`src/rtl/flash_id_pkg.sv`:
```
package flash_id_pkg;
  typedef enum logic [1:0] {SEQ_IDLE, SEQ_UNL1, SEQ_UNL2} seq_state_t;

  localparam logic [11:0] UNL_ADDR_A = 12'h555;
  localparam logic [11:0] UNL_ADDR_B = 12'h2AA;
  localparam logic [7:0]  CMD_UNL_A  = 8'hAA;
  localparam logic [7:0]  CMD_UNL_B  = 8'h55;
  localparam logic [7:0]  CMD_IDENT  = 8'h90;
  localparam logic [7:0]  CMD_EXIT   = 8'hF0;

  localparam logic [15:0] MFR_CODE   = 16'h00EC;
  localparam logic [15:0] DEV_TOP    = 16'h2206;
  localparam logic [15:0] DEV_BOTTOM = 16'h2207;
  localparam logic [15:0] DEV_UNIF   = 16'h301B;

  localparam int unsigned ID_OFS_COUNT = 4;
endpackage

```
`src/rtl/fid_cmd_decoder.sv`:
```
module fid_cmd_decoder
  import flash_id_pkg::*;
#(
  parameter int unsigned ADDR_W = 20,
  parameter int unsigned BANK_W = 2
) (
  input  logic              clk,
  input  logic              rst_n,
  input  logic              wr_en,
  input  logic [ADDR_W-1:0] wr_addr,
  input  logic [7:0]        wr_cmd,
  input  logic              busy,
  output logic              id_active,
  output logic [BANK_W-1:0] id_bank
);
  localparam int unsigned LO_W = 12;

  seq_state_t        state_q, state_d;
  logic              active_d;
  logic [BANK_W-1:0] bank_d;
  logic [LO_W-1:0]   lo_addr;
  logic              unused_mid_bits;

  assign lo_addr         = wr_addr[LO_W-1:0];
  assign unused_mid_bits = ^wr_addr[ADDR_W-BANK_W-1:LO_W];

  always_comb begin
    state_d  = state_q;
    active_d = id_active;
    bank_d   = id_bank;
    if (wr_en) begin
      if (wr_cmd == CMD_EXIT) begin
        state_d  = SEQ_IDLE;
        active_d = 1'b0;
      end else begin
        unique case (state_q)
          SEQ_IDLE: state_d = (wr_cmd == CMD_UNL_A && lo_addr == UNL_ADDR_A) ? SEQ_UNL1 : SEQ_IDLE;
          SEQ_UNL1: state_d = (wr_cmd == CMD_UNL_B && lo_addr == UNL_ADDR_B) ? SEQ_UNL2 : SEQ_IDLE;
          SEQ_UNL2: begin
            state_d = SEQ_IDLE;
            if (wr_cmd == CMD_IDENT && lo_addr == UNL_ADDR_A && !busy) begin
              active_d = 1'b1;
              bank_d   = wr_addr[ADDR_W-1 -: BANK_W];
            end
          end
          default: state_d = SEQ_IDLE;
        endcase
      end
    end
  end

  always_ff @(posedge clk) begin
    if (!rst_n) begin
      state_q   <= SEQ_IDLE;
      id_active <= 1'b0;
      id_bank   <= '0;
    end else begin
      state_q   <= state_d;
      id_active <= active_d;
      id_bank   <= bank_d;
    end
  end

  AST_ENTRY_NEEDS_IDENT: assert property (@(posedge clk) disable iff (!rst_n)
    $rose(id_active) |-> $past(wr_en && wr_cmd == CMD_IDENT && !busy));
  AST_BUSY_REFUSES: assert property (@(posedge clk) disable iff (!rst_n)
    (busy && !id_active) |=> !id_active);
  AST_EXIT_CLEARS: assert property (@(posedge clk) disable iff (!rst_n)
    (wr_en && wr_cmd == CMD_EXIT) |=> !id_active);
endmodule

```
`src/rtl/fid_id_lookup.sv`:
```
module fid_id_lookup
  import flash_id_pkg::*;
#(
  parameter int unsigned ADDR_W    = 20,
  parameter int unsigned DATA_W    = 16,
  parameter int unsigned BANK_W    = 2,
  parameter int unsigned BLK_W     = 4,
  parameter int unsigned DEV_CFG   = 0,
  parameter bit          HANDSHAKE = 1'b1
) (
  input  logic                  id_active,
  input  logic [BANK_W-1:0]     id_bank,
  input  logic [ADDR_W-1:0]     rd_addr,
  input  logic [(1<<BLK_W)-1:0] blk_protect,
  output logic                  hit,
  output logic [DATA_W-1:0]     id_data
);
  localparam int unsigned OFS_W = ADDR_W - BLK_W;

  logic [BANK_W-1:0] rd_bank;
  logic [BLK_W-1:0]  rd_blk;
  logic [OFS_W-1:0]  rd_ofs;
  logic [15:0]       dev_word;
  logic [15:0]       hs_word;

  assign rd_bank = rd_addr[ADDR_W-1 -: BANK_W];
  assign rd_blk  = rd_addr[ADDR_W-1 -: BLK_W];
  assign rd_ofs  = rd_addr[OFS_W-1:0];

  generate
    if (DEV_CFG == 1) begin : g_bottom
      assign dev_word = DEV_BOTTOM;
    end else if (DEV_CFG == 2) begin : g_unif
      assign dev_word = DEV_UNIF;
    end else begin : g_top
      assign dev_word = DEV_TOP;
    end
    if (HANDSHAKE) begin : g_hs
      assign hs_word = 16'h0000;
    end else begin : g_nohs
      assign hs_word = 16'h0001;
    end
  endgenerate

  assign hit = id_active && (rd_bank == id_bank) && (rd_ofs < OFS_W'(ID_OFS_COUNT));

  always_comb begin
    unique case (rd_ofs[1:0])
      2'd0:    id_data = DATA_W'(MFR_CODE);
      2'd1:    id_data = DATA_W'(dev_word);
      2'd2:    id_data = DATA_W'(blk_protect[rd_blk]);
      default: id_data = DATA_W'(hs_word);
    endcase
  end
endmodule

```
`src/rtl/fid_read_port.sv`:
```
module fid_read_port #(
  parameter int unsigned DATA_W = 16
) (
  input  logic              clk,
  input  logic              rst_n,
  input  logic              req_valid,
  output logic              req_ready,
  input  logic              req_burst,
  input  logic              id_active,
  input  logic              hit,
  input  logic [DATA_W-1:0] id_data,
  input  logic [DATA_W-1:0] array_data,
  output logic              rsp_valid,
  input  logic              rsp_ready,
  output logic [DATA_W-1:0] rsp_data,
  output logic              rsp_err
);
  logic accept;

  assign req_ready = !rsp_valid || rsp_ready;
  assign accept    = req_valid && req_ready;

  always_ff @(posedge clk) begin
    if (!rst_n) begin
      rsp_valid <= 1'b0;
      rsp_data  <= '0;
      rsp_err   <= 1'b0;
    end else if (accept) begin
      rsp_valid <= 1'b1;
      if (id_active && req_burst) begin
        rsp_data <= '0;
        rsp_err  <= 1'b1;
      end else if (hit) begin
        rsp_data <= id_data;
        rsp_err  <= 1'b0;
      end else begin
        rsp_data <= array_data;
        rsp_err  <= 1'b0;
      end
    end else if (rsp_ready) begin
      rsp_valid <= 1'b0;
    end
  end

  AST_RSP_HOLD: assert property (@(posedge clk) disable iff (!rst_n)
    (rsp_valid && !rsp_ready) |=> (rsp_valid && $stable(rsp_data) && $stable(rsp_err)));
  AST_ACCEPT_RESPONDS: assert property (@(posedge clk) disable iff (!rst_n)
    (req_valid && req_ready) |=> rsp_valid);
  AST_ERR_NO_DATA: assert property (@(posedge clk) disable iff (!rst_n)
    (rsp_valid && rsp_err) |-> (rsp_data == '0));
endmodule

```
`src/rtl/flash_idmode_ctrl.sv`:
```
module flash_idmode_ctrl #(
  parameter int unsigned ADDR_W    = 20,
  parameter int unsigned DATA_W    = 16,
  parameter int unsigned BANK_W    = 2,
  parameter int unsigned BLK_W     = 4,
  parameter int unsigned DEV_CFG   = 0,
  parameter bit          HANDSHAKE = 1'b1
) (
  input  logic                  clk,
  input  logic                  rst_n,
  input  logic                  wr_en,
  input  logic [ADDR_W-1:0]     wr_addr,
  input  logic [7:0]            wr_cmd,
  input  logic                  busy,
  input  logic [(1<<BLK_W)-1:0] blk_protect,
  input  logic                  req_valid,
  output logic                  req_ready,
  input  logic [ADDR_W-1:0]     req_addr,
  input  logic                  req_burst,
  input  logic [DATA_W-1:0]     array_data,
  output logic                  rsp_valid,
  input  logic                  rsp_ready,
  output logic [DATA_W-1:0]     rsp_data,
  output logic                  rsp_err,
  output logic                  id_active,
  output logic [BANK_W-1:0]     id_bank
);
  logic              hit;
  logic [DATA_W-1:0] id_data;

  fid_cmd_decoder #(.ADDR_W(ADDR_W), .BANK_W(BANK_W)) u_dec (
    .clk(clk), .rst_n(rst_n), .wr_en(wr_en), .wr_addr(wr_addr), .wr_cmd(wr_cmd),
    .busy(busy), .id_active(id_active), .id_bank(id_bank)
  );

  fid_id_lookup #(
    .ADDR_W(ADDR_W), .DATA_W(DATA_W), .BANK_W(BANK_W), .BLK_W(BLK_W),
    .DEV_CFG(DEV_CFG), .HANDSHAKE(HANDSHAKE)
  ) u_lut (
    .id_active(id_active), .id_bank(id_bank), .rd_addr(req_addr),
    .blk_protect(blk_protect), .hit(hit), .id_data(id_data)
  );

  fid_read_port #(.DATA_W(DATA_W)) u_rd (
    .clk(clk), .rst_n(rst_n), .req_valid(req_valid), .req_ready(req_ready),
    .req_burst(req_burst), .id_active(id_active), .hit(hit), .id_data(id_data),
    .array_data(array_data), .rsp_valid(rsp_valid), .rsp_ready(rsp_ready),
    .rsp_data(rsp_data), .rsp_err(rsp_err)
  );

  AST_BANK_STABLE: assert property (@(posedge clk) disable iff (!rst_n)
    (id_active && !wr_en) |=> $stable(id_bank));
endmodule

```
`config.mk`:
```
export PLATFORM = sky130hd
export DESIGN_NAME = flash_idmode_ctrl
export DESIGN_NICKNAME = d
export VERILOG_FILES = /design/src/rtl/flash_id_pkg.sv /design/src/rtl/fid_cmd_decoder.sv /design/src/rtl/fid_id_lookup.sv /design/src/rtl/fid_read_port.sv /design/src/rtl/flash_idmode_ctrl.sv
export SDC_FILE = /design/constraint.sdc
export NUM_CORES = 1
export LEC_CHECK = 0
export BUFFER_PORTS_ARGS = -buffer_cell sky130_fd_sc_hd__buf_4
export CAP_MARGIN = 15
export CORE_MARGIN = 3
export CORE_UTILIZATION = 35
export DETAILED_ROUTE_END_ITERATION = 10
export PLACE_DENSITY = 0.75
export REMOVE_ABC_BUFFERS = 1
export SLEW_MARGIN = 20
export SYNTH_ARGS = -nofsm -noshare
export SYNTH_HDL_FRONTEND = slang
export SYNTH_SLANG_ARGS = --single-unit
export TNS_END_PERCENT = 5
```
`constraint.sdc`:
```
create_clock -name clk -period 2.6 [get_ports clk]
set_clock_uncertainty 0.15 [all_clocks]
set_input_delay 0.13 -clock clk [delete_from_list [all_inputs] [get_ports clk]]
set_output_delay 0.13 -clock clk [all_outputs]
set_load 0.005 [all_outputs]
```
# After elaboration in Yosys (flattened, before gate mapping)
# Cells that the tools add are included.
[word_totals]
register_bits = 23
latch_bits = 0
ram_bits = 0
mem_bits_ro = 0
input_bits = 87
out_inout_bits = 22
wordCells = 53
n_memories = 0
[classes]
add_sub_neg = 0
n_mul = 0
n_div = 0
n_lt_le_gt_ge = 2
eq_ne = 11
shift = 0
n_mux = 15
bitwise = 1
n_reduce_logical = 18
[op_table]
columns = ["op", "n"]
rows = [
  ["14-bit case mux with 3 select lines", 1],
  ["16-bit 2-to-1 mux", 2],
  ["8-bit == test (second input constant)", 3],
  ["16-bit by 3-bit < comparator with 1-bit output (second input constant)", 1],
  ["12-bit by 10-bit == test with 1-bit output (second input constant)", 1],
  ["12-bit by 11-bit == test with 1-bit output (second input constant)", 1],
  ["8-bit by 7-bit == test with 1-bit output (second input constant)", 1],
  ["1-bit logical AND", 8],
  ["1-bit 2-to-1 mux", 8],
  ["2-bit nonzero test", 3],
  ["4-bit by 5-bit < comparator with 1-bit output (second input constant)", 1],
  ["1-bit binary-select mux with 4-bit select", 1],
  ["2-bit by 1-bit == test with 1-bit output (second input constant)", 2],
  ["2-bit == test (second input constant)", 2],
  ["2-bit logical NOT", 2],
  ["2-bit 2-to-1 mux", 2],
  ["2-bit case mux with 2 select lines", 1],
  ["4-bit AND reduction", 1],
  ["3-bit AND reduction", 1],
  ["2-bit == test", 1],
  ["1-bit logical NOT", 2],
  ["1-bit logical OR", 1],
  ["1-bit inverter", 1],
]

# Depth between registers and ports, before layout
[depth]
depth_word = 6
ltp_mapped = 7
mapped_depth_nobuf = 5

# Cells and area by module
# Synthesis repeated with hierarchy kept, for this count alone.
[hier_totals]
cells_unflattened = 139
area_unflattened_um2 = 1468.9
[modules_own_cells]
columns = ["module", "instances", "cells_each", "area_each_um2", "seq_area_each_um2"]
rows = [
  ["fid_read_port", 1, 64, 794.5, 360.3],
  ["fid_cmd_decoder", 1, 37, 360.3, 100.1],
  ["fid_id_lookup", 1, 38, 314.1, 0.0],
]

# Worst setup path before layout
# Ideal clock, no wire load.
[synth_timing]
kind = "register to register"
startpoint = "register u_dec.id_active"
endpoint = "register u_rd.rsp_data[13]"
setup_time_ns = 0.122
arrival_time_ns = 1.424
t_required_ns = 2.328
path_slack_ns = 0.904
stages_incl_launch_ff = 8
path_buffers = 2
cell_sequence = "dfxtp_1 -> nor3b_1 -> nand4_1 -> or2_1 -> buf_6 -> buf_8 -> a22oi_1 -> o21ai_1"
[synth_between]
elab_chain_len = 4
elab_cells_between_ends = 5
cone_classes = "mux: 2; reduce/logical: 3"
[synth_rtl]
columns = ["item", "line_no", "source"]
rows = [
  ["start, declared", "fid_cmd_decoder.sv:13", "output logic id_active,"],
  ["start signal, assigned", "fid_cmd_decoder.sv:59", "id_active <= active_d;"],
  ["1-bit logical AND (2 in a row)", "fid_id_lookup.sv:45", "assign hit = id_active && (rd_bank == id_bank) && (rd_ofs < OFS_W'(ID_OFS_COUNT));"],
  ["16-bit 2-to-1 mux", "fid_read_port.sv:33", "end else if (hit) begin"],
  ["16-bit 2-to-1 mux (*)", "fid_read_port.sv:30", "if (id_active && req_burst) begin"],
  ["end signal, assigned", "fid_read_port.sv:34", "rsp_data <= id_data;"],
  ["end signal, assigned", "fid_read_port.sv:37", "rsp_data <= array_data;"],
  ["end, declared", "fid_read_port.sv:15", "output logic [DATA_W-1:0] rsp_data,"],
]
# Mark *: on every way between the ends. The rest lies on a longest branch, timed or not.
# A chain may end at the register's enable or synchronous reset.

# Worst setup path after layout
# Ends and elaborated chain as after synthesis.

==> summary.txt <==
Gate power share: 30.0%
Starting DRT DRC Count: 100
antenna violations before repair: 0
hold depth: 4
Reg clk slew, reported paths: 150 ps
clock share of power: 22.5%
Worst Setup Path Type: flop to flop
critical-path cell list: nor3b_1, nand4_1, or2_4, a22oi_1, dlygate4sd3_1, o21ai_1
Slowest Stage Delay on Critical Path: 580 ps
Syn Std Cell Area: 0.00126 mm^2
Crit. End Element: flop
Worst-Skew Late Latency: 320 ps
post-DP HPWL: 3.32 mm
RSZ-0062 raised after global routing: no
first-pass GRT wire length: 6.67 mm
area leader, netlist: dfxtp_1
Synth cell types: 40
pin count of the biggest net entering global routing: 17
chip height: 65.9 um
hold path start: wr_en
Power Total: 0.000796 W
post-DR vias/cell: 4.89
Synth Register Bits: 23
CTS H-Tree Depth: 1
GP Congestion: 0.765
Seq pwr share: 47.5%
average cell area after synthesis: 9.05 um^2
outcome: finished, final reports clean
final-report setup violation count: 0
actual slew at the worst max-slew pin: 680 ps
CTS Buf Count: 3
Startpoint Class: flop
Die Width: 65.9 um
count of input and output buffers: 102
Async SR Flop Fraction: 0%
CP bufs+invs: 1
reg2reg start: u_dec.id_active
WHS Endpoint: u_dec.state_q[1]
average wire per standard cell: 14.0 um
CTS root buf: clkbuf_4
largest cells by area after synthesis: dfxtp_1 (37%), nor2b_1 (6.0%), nor4bb_1 (5.6%), a32oi_1 (4.9%), mux2i_1 (4.8%)
pwr dens: 326 mW/mm^2
n_diodes: 0
final setup TNS: 0 ps
total track usage: 19.7%
utilization after layout: 72.0%
Crit Path Max Fanout: 15
site row count: 21
top-area cell type share of the netlist area: 36.6%
worst r2r path cells: 6
CTS sink cnt: 23
list of most frequent post-synthesis cells: dfxtp_1 (23), nand2_1 (12), nor2b_1 (12)
Max Buffers Root-to-Sink: 2
layout net count: 364
CTS tree: yes
Final Instance Area: 0.00244 mm^2
DP Area: 0.00204 mm^2
dominant synthesized flop cell: dfxtp_1
Peak Freq: 427 MHz
initial core utilization: 37.1%
peak supply drop: 0.160 mV
CP max-delay cell: dlygate4sd3_1
R2R Setup Slk: 260 ps
CP top delay family: simple AND/OR/NAND/NOR gates
Post-Syn Instances: 139
vias in the first global route: 1,511
Internal Power: 0.000590 W
GRT overflow: 0
DRC: 0
Final min period: 2340 ps
final WL: 4.49 mm
die area: 0.00435 mm^2
static leakage: 1.10 nW
vias post-DR: 1,574
ratio of cells with drive above 1 in the final layout: 41.3%
EDFF count, synth: 0
post-route ant nets: 0
Final Hold Viols: 0
Seq/Total Area, Yosys: 36.6%
FF-to-FF End: u_rd.rsp_data[13]
Pre-Repair DR Iteration Count: 4
Area Growth Syn to Fin: 94.0%
Top Ports: 109
crit path DAT: 2420 ps
core area: 0.00339 mm^2
top-count cell post-synth: dfxtp_1
switching pwr: 0.000206 W
Data required, critical path: 2670 ps
Setup Buffers After CTS: 0
Min-Delay Path Class: input port to flop
MaxCap Viol Count: 0
Warnings, synthesis: 0
Max Slew Vio Count: 0
crit share post-route: 90.1%
Slew headroom: 54.3%
Net Sw Frac: 25.9%
[cell families after synthesis]
family          share of synthesized area [%]
simple gates                             30.6
buf+inv                                  4.58
xor+xnor                                 1.39
flops                                    36.6
mux                                      8.36
compound gates                           18.4
[how the worst max path moves through the flow]
stage | from | end | slack (ps) | cells past startpoint
after floorplan | u_dec.id_active | u_rd.rsp_data[13] | 970 | 5
after global placement | u_dec.id_active | u_rd.rsp_data[13] | 750 | 5
after detailed placement | req_addr[4] | u_rd.rsp_data[1] | 760 | 6
after CTS | u_dec.id_active | u_rd.rsp_data[14] | 220 | 6
after global routing | u_dec.id_active | u_rd.rsp_data[13] | 20 | 6
final | u_dec.id_active | u_rd.rsp_data[13] | 260 | 6
[final cells by class]
type	instances	area (um^2)
timing repair buffer	138	1130
fill	263	950
multi-input combinational	106	747
sequential	23	460
tap	46	57.6
clock buffer	3	22.5
inverter	5	18.8
clock inverter	1	7.51
[routing by layer]
layer  vias to the layer above  part of all wire, %  global-route usage, %
li1                        802                    -                      -
met2                        69                   50                   34.9
met4                         0                    0                   4.57
met1                       703                   42                   24.0
met3                         0                  7.9                   4.76
met5                         -                    0                      0
[through the flow]
| stage | std cells | hold WS [ps] | worst slack (ps) |
|---|---|---|---|
| floorplan | 134 | 97.5 | 974 |
| global placement | 282 | 238 | 752 |
| detailed placement | 282 | 250 | 764 |
| CTS | 322 | 1.94 | 217 |
| global route | 322 | 9.72 | 18.9 |
| finish | 322 | 5.98 | 257 |
[placed cells by master (no fill, tap or decap), types with 2 or more instances in the layout]
cell type / synthesis / routed
o21ai_1: 3 / 3
nand4_1: 3 / 3
a22oi_1: 5 / 5
buf_4: 0 / 102
nor4bb_1: 7 / 7
inv_1: 5 / 5
xnor2_1: 2 / 2
nor2b_1: 12 / 12
mux2i_1: 6 / 6
nor3_2: 1 / 2
nor2_1: 5 / 5
o21ai_0: 6 / 6
dlygate4sd3_1: 0 / 36
clkbuf_4: 0 / 3
nor4_1: 4 / 4
nand2b_1: 2 / 2
nand2_1: 12 / 12
dfxtp_1: 23 / 23
nor3_1: 4 / 3
nand3_1: 2 / 2
a21oi_1: 6 / 6
a32oi_1: 7 / 7
nor3b_1: 3 / 3
mux4_2: 2 / 2
[repair_timing]
action                     CTS  global route
resized for setup            0             3
setup endpoints to repair    0             6
hold buffers                36             0
hold endpoints to repair    23             0
[sequential cells by signal (all words and copies together) (netlist names)]
signal           flops
u_rd.rsp_data       16
u_dec.id_bank        2
u_dec.state_q        2
u_dec.id_active      1
u_rd.rsp_err         1
u_rd.rsp_valid       1
[worst register-to-register path, stage by stage, from the launching register on]
cell           delay (ps)
dfxtp_1               440
nor3b_1               190
nand4_1               220
or2_4                 390
a22oi_1               230
dlygate4sd3_1         580
o21ai_1                50
[power groups by stage]
stage | combinational, W | sequential, W | clock [W]
after floorplan | 0.0000552 | 0.000387 | 0
after global placement | 0.000196 | 0.000385 | 0
after detailed placement | 0.000199 | 0.000386 | 0
after CTS | 0.000237 | 0.000378 | 0.000180
after global routing | 0.000258 | 0.000380 | 0.000197
final | 0.000239 | 0.000378 | 0.000179
Power figures use the tool's default switching activity.
